<file path="src/rtl/zc_volume.sv">
module zc_volume #(
  parameter int DW         = 24,
  parameter int CW         = 16,
  parameter int GW         = 8,
  parameter int TIMEOUT    = 1024,
  parameter int MUTE_BELOW = 128
) (
  input  logic          clk,
  input  logic          rst_n,
  input  logic          zc_en,
  input  logic          gain_wr,
  input  logic          gain_sel,
  input  logic [GW-1:0] gain_code,
  input  logic          in_valid,
  input  logic [DW-1:0] in_left,
  input  logic [DW-1:0] in_right,
  output logic          out_valid,
  output logic [DW-1:0] out_left,
  output logic [DW-1:0] out_right
);
  localparam int NCH   = 2;
  localparam int NCODE = 1 << GW;
  localparam int FRAC  = CW - 1;
  localparam int CNTW  = $clog2(TIMEOUT);
  localparam int PW    = DW + CW + 1;
  localparam logic signed [PW-1:0] HALF = PW'(1) <<< (FRAC - 1);
  localparam logic signed [PW-1:0] MAXV = (PW'(1) <<< (DW - 1)) - PW'(1);
  localparam logic signed [PW-1:0] MINV = -(PW'(1) <<< (DW - 1));

  function automatic logic [CW-1:0] coef_of(int code);
    real steps;
    if (code < MUTE_BELOW) return '0;
    steps = real'(NCODE - 1 - code);
    return CW'($rtoi((2.0 ** FRAC) * (10.0 ** (-steps / 40.0)) + 0.5));
  endfunction

  logic [CW-1:0] rom [NCODE];
  for (genvar g = 0; g < NCODE; g++) begin : g_rom
    assign rom[g] = coef_of(g);
  end

  logic [NCH-1:0][DW-1:0]   smp;
  logic [NCH-1:0][DW-1:0]   out_q;
  logic [NCH-1:0][GW-1:0]   act_q;
  logic [NCH-1:0]           pend_q;
  logic [NCH-1:0][CNTW-1:0] cnt_q;

  assign smp       = {in_right, in_left};
  assign out_left  = out_q[0];
  assign out_right = out_q[1];

  always_ff @(posedge clk) begin
    if (!rst_n) out_valid <= 1'b0;
    else        out_valid <= in_valid;
  end

  for (genvar ch = 0; ch < NCH; ch++) begin : g_ch
    logic [GW-1:0]          act, pv;
    logic                   pend, neg;
    logic [CNTW-1:0]        cnt;
    logic [DW-1:0]          outr;
    logic                   is_zc, fire, wr_here;
    logic [GW-1:0]          use_code;
    logic signed [PW-1:0]   prod, rnd;
    logic signed [DW-1:0]   sat;

    assign wr_here  = gain_wr && (gain_sel == 1'(ch));
    assign is_zc    = (smp[ch][DW-1] != neg) || (smp[ch] == '0);
    assign fire     = pend && (is_zc || !zc_en || cnt == CNTW'(TIMEOUT - 1));
    assign use_code = fire ? pv : act;
    assign prod     = PW'($signed(smp[ch])) * PW'($signed({1'b0, rom[use_code]}));
    assign rnd      = (prod + HALF) >>> FRAC;

    always_comb begin
      if (rnd > MAXV)      sat = MAXV[DW-1:0];
      else if (rnd < MINV) sat = MINV[DW-1:0];
      else                 sat = rnd[DW-1:0];
    end

    always_ff @(posedge clk) begin
      if (!rst_n) begin
        act  <= '1;
        pv   <= '1;
        pend <= 1'b0;
        neg  <= 1'b0;
        cnt  <= '0;
        outr <= '0;
      end else begin
        if (in_valid) begin
          neg  <= smp[ch][DW-1];
          outr <= sat;
          if (fire) begin
            act  <= pv;
            pend <= 1'b0;
            cnt  <= '0;
          end else if (pend) begin
            cnt <= cnt + 1'b1;
          end
        end
        if (wr_here) begin
          if (!zc_en) begin
            act  <= gain_code;
            pend <= 1'b0;
          end else begin
            pv   <= gain_code;
            pend <= 1'b1;
            if (!pend || (in_valid && fire)) cnt <= '0;
          end
        end
      end
    end

    assign out_q[ch]  = outr;
    assign act_q[ch]  = act;
    assign pend_q[ch] = pend;
    assign cnt_q[ch]  = cnt;
  end
endmodule

</file>
<file path="config.mk">
export PLATFORM = sky130hd
export DESIGN_NAME = zc_volume
export DESIGN_NICKNAME = d
export VERILOG_FILES = /design/src/rtl/zc_volume.sv
export SDC_FILE = /design/constraint.sdc
export NUM_CORES = 2
export LEC_CHECK = 0
export BUFFER_PORTS_ARGS = -buffer_cell sky130_fd_sc_hd__clkbuf_2
export CORE_MARGIN = 1.5
export CORE_UTILIZATION = 60
export DETAILED_ROUTE_END_ITERATION = 10
export GPL_ROUTABILITY_DRIVEN = 0
export PLACE_DENSITY = 0.8
export SYNTH_ARGS = -nofsm -noshare
export SYNTH_HDL_FRONTEND = slang
export SYNTH_SLANG_ARGS = --single-unit
</file>
<file path="constraint.sdc">
create_clock -name clk -period 11.5 [get_ports clk]
set_clock_uncertainty 0.15 [all_clocks]
set_input_delay 1.15 -clock clk [delete_from_list [all_inputs] [get_ports clk]]
set_output_delay 1.15 -clock clk [all_outputs]
set_load 0.02 [all_outputs]
</file>
==> flow_summary.json <==
{
  "status": "finished with violations",
  "violations": "design-rule violations",
  "cts_hold_buffers": 0,
  "drc": 1,
  "syn_area_mm2": 0.0384,
  "grt_pass1_wl_um": 184000,
  "required_ns": 11.62,
  "routed_wl_um": 113000,
  "antenna_found_initial": 4,
  "path_class": "in2reg",
  "cts.sinks": 105,
  "end_kind": "register",
  "slowest_delay_ns": 0.63,
  "register_area_mm2": 0.00210,
  "synthDistinctLibCells": 85,
  "port_buffers": 110,
  "final_hold_viol_count": 0,
  "holdWs_ns": 0.340,
  "initial_utilization": 0.608,
  "synth_edf_count": 0,
  "clkLatencyLatePin_ns": 0.39,
  "yosys.area.top_type": "fa_1",
  "synth_seq_cells": 105,
  "ios": 111,
  "clock.fmax_ghz": 0.0906,
  "dieArea_mm2": 0.0655,
  "rrSetupSlack_ns": 1.18,
  "die_x_um": 256,
  "maxCapViolCount": 0,
  "netlist.area_leader.share": 0.392,
  "grt_max_degree": 89,
  "routed-via-count": 34200,
  "hold_class": "reg2reg",
  "cts_tree": "yes",
  "setup_viol": 0,
  "drv_slew": 0,
  "critPathLaunchType": "input port",
  "syn_avg_cell_area_um2": 8.19,
  "grt_pass1_vias": 35700,
  "fillers": 4960,
  "rsz0062_at_grt": "no",
  "coreArea_mm2": 0.0632,
  "setup-tns-final_ns": 0,
  "layout-drive-gt1-share": 0.100,
  "dp_hpwl_um": 90600,
  "clkSlewWorstSetupHoldPaths_ns": 0.08,
  "firstDrtPassIters": 11,
  "final_common_cell": "inv_1",
  "multiInputGateArea_mm2": 0.0318,
  "postSynthCellCount": 4688,
  "path_delay_family": "adder cells",
  "htree_levels": 3,
  "die_height_um": 256,
  "worst_slew_pin_slew_ns": 1.01,
  "slew_headroom": 0.321,
  "cts_setup_buffers": 0,
  "pre_cts_ws_ns": 0.249,
  "synthTopCellsByArea": "fa_1, inv_1, ha_1, and2_1, dfxtp_1",
  "drt-wirelength-per-cell_um": 19.8,
  "ys.flop_type": "dfxtp_1",
  "crit_arrival_ns": 11.15,
  "post_cts_resized": 0,
  "synthArstFlopShare": 0,
  "finalCriticalPeriod_ns": 11.03,
  "ys_seq_area_frac": 0.0547,
  "globalRouteOverflowTotal": 0,
  "grt_usage": 0.351,
  "viasPerCell": 5.98,
  "synth_nets": 5764,
  "drtIter0Drc": 3974,
  "cts_root_buf": "clkbuf_16",
  "rows": 92,
  "path_common_cell": "buf_4",
  "nNetsFinal": 5936,
  "layout_setup_ws_ns": 0.468,
  "most-common-layout-cells": "inv_1, fa_1, nand2_1, and2_1, buf_4",
  "yosysWarnings": 0,
  "syn_to_final_growth_pct": 9.61,
  "crit_slowest_cell": "a2111oi_1",
  "ant_nets": 0,
  "path_max_fanout": 15,
  "cp_num_buf_inv": 13,
  "finalCritPeriodShare": 0.959,
  "numCtsBuffers": 9,
  "clockBufferDepth": 2
}
==> registers in the layout, summed over array words and instances (netlist names) <==
signal	cells
out_right	24
out_left	24
g_ch.pend	2
g_ch.act	16
out_valid	1
g_ch.cnt	20
g_ch.pv	16
g_ch.neg	2
==> cell type report <==
cell class | instances | share of cell area
Timing Repair Buffer | 414 | 0.0754
Antenna cell | 2 | 0.000119
Sequential cell | 105 | 0.0499
Inverter | 970 | 0.0865
Multi-Input combinational cell | 3360 | 0.755
Clock buffer | 9 | 0.00535
Clock inverter | 7 | 0.00217
Tap cell | 846 | 0.0251
==> path summary, 6_finish.rpt <==
| kind | from | endpoint | cells after the start |
|---|---|---|---|
| worst min register to register | g_ch[1].pv[7] | g_ch[1].pv[7] | 2 |
| worst min-delay path | g_ch[1].pv[7] | g_ch[1].pv[7] | 2 |
| worst max register to register | g_ch[0].cnt[0] | out_left[5] | 42 |
| worst max-delay path | in_left[2] | out_left[5] | 45 |
==> cells by family (layout without fill, tap and decap cells) <==
kind of cell | after synthesis | in the layout | share of synthesized area
DFF | 105 | 105 | 0.0547
buffers and inverters | 1223 | 1400 | 0.121
adders and majority gates | 1014 | 1014 | 0.477
and+or+nand+nor | 1438 | 1438 | 0.187
AOI/OAI and AO/OA | 778 | 778 | 0.128
xor gates and xnor gates | 84 | 84 | 0.0196
other | 0 | 2 | 0
muxes | 46 | 46 | 0.0132
==> through the flow <==
step | cell area [um^2] | cells | utilization
final | 42100 | 5713 | 0.666
after global routing | 42100 | 5713 | 0.666
after CTS | 42100 | 5711 | 0.666
after detailed placement | 41800 | 5695 | 0.661
after global placement | 41800 | 5695 | 0.661
after floorplan | 38400 | 4688 | -
==> worst min-delay path, cell delays in order, from the launching register on <==
cell and delay, ns:
dfxtp_1 0.33, nand2_1 0.06, nand3_1 0.06
==> metal layers <==
metal / wire length (um) / share of wire / vias up / track usage
met5: 13 / 0.00011 / - / 0
li1: - / - / 14900 / -
met3: 12100 / 0.11 / 560 / 0.0707
met1: 41500 / 0.37 / 16500 / 0.438
met4: 7140 / 0.063 / 2 / 0.191
met2: 52600 / 0.46 / 2115 / 0.574
==> cell usage after synthesis, drive strengths merged, types with 4 or more instances <==
cell,number
nor4,16
o22ai,15
nand4,31
a2111oi,4
xnor2,50
fa,752
inv,969
o21ai,208
nand3,60
nand3b,4
nand2,553
mux2i,33
nor3b,6
o21a,7
ha,262
and3,26
buf,31
o21bai,18
o211ai,44
o311ai,11
a21boi,10
mux2,11
nor2,150
a21o,60
a22oi,6
a21oi,239
or3,6
xor2,34
a31oi,29
a221oi,7
and4,9
nand2b,23
a221o,4
a211oi,31
o31ai,14
and2,491
dfxtp,105
o31a,9
a311oi,9
nor2b,18
o221ai,16
clkbuf,222
o2111ai,9
nor3,38
Power is not shown: default switching activity piles up to over one toggle a cycle in this logic, so the estimate is an artifact.
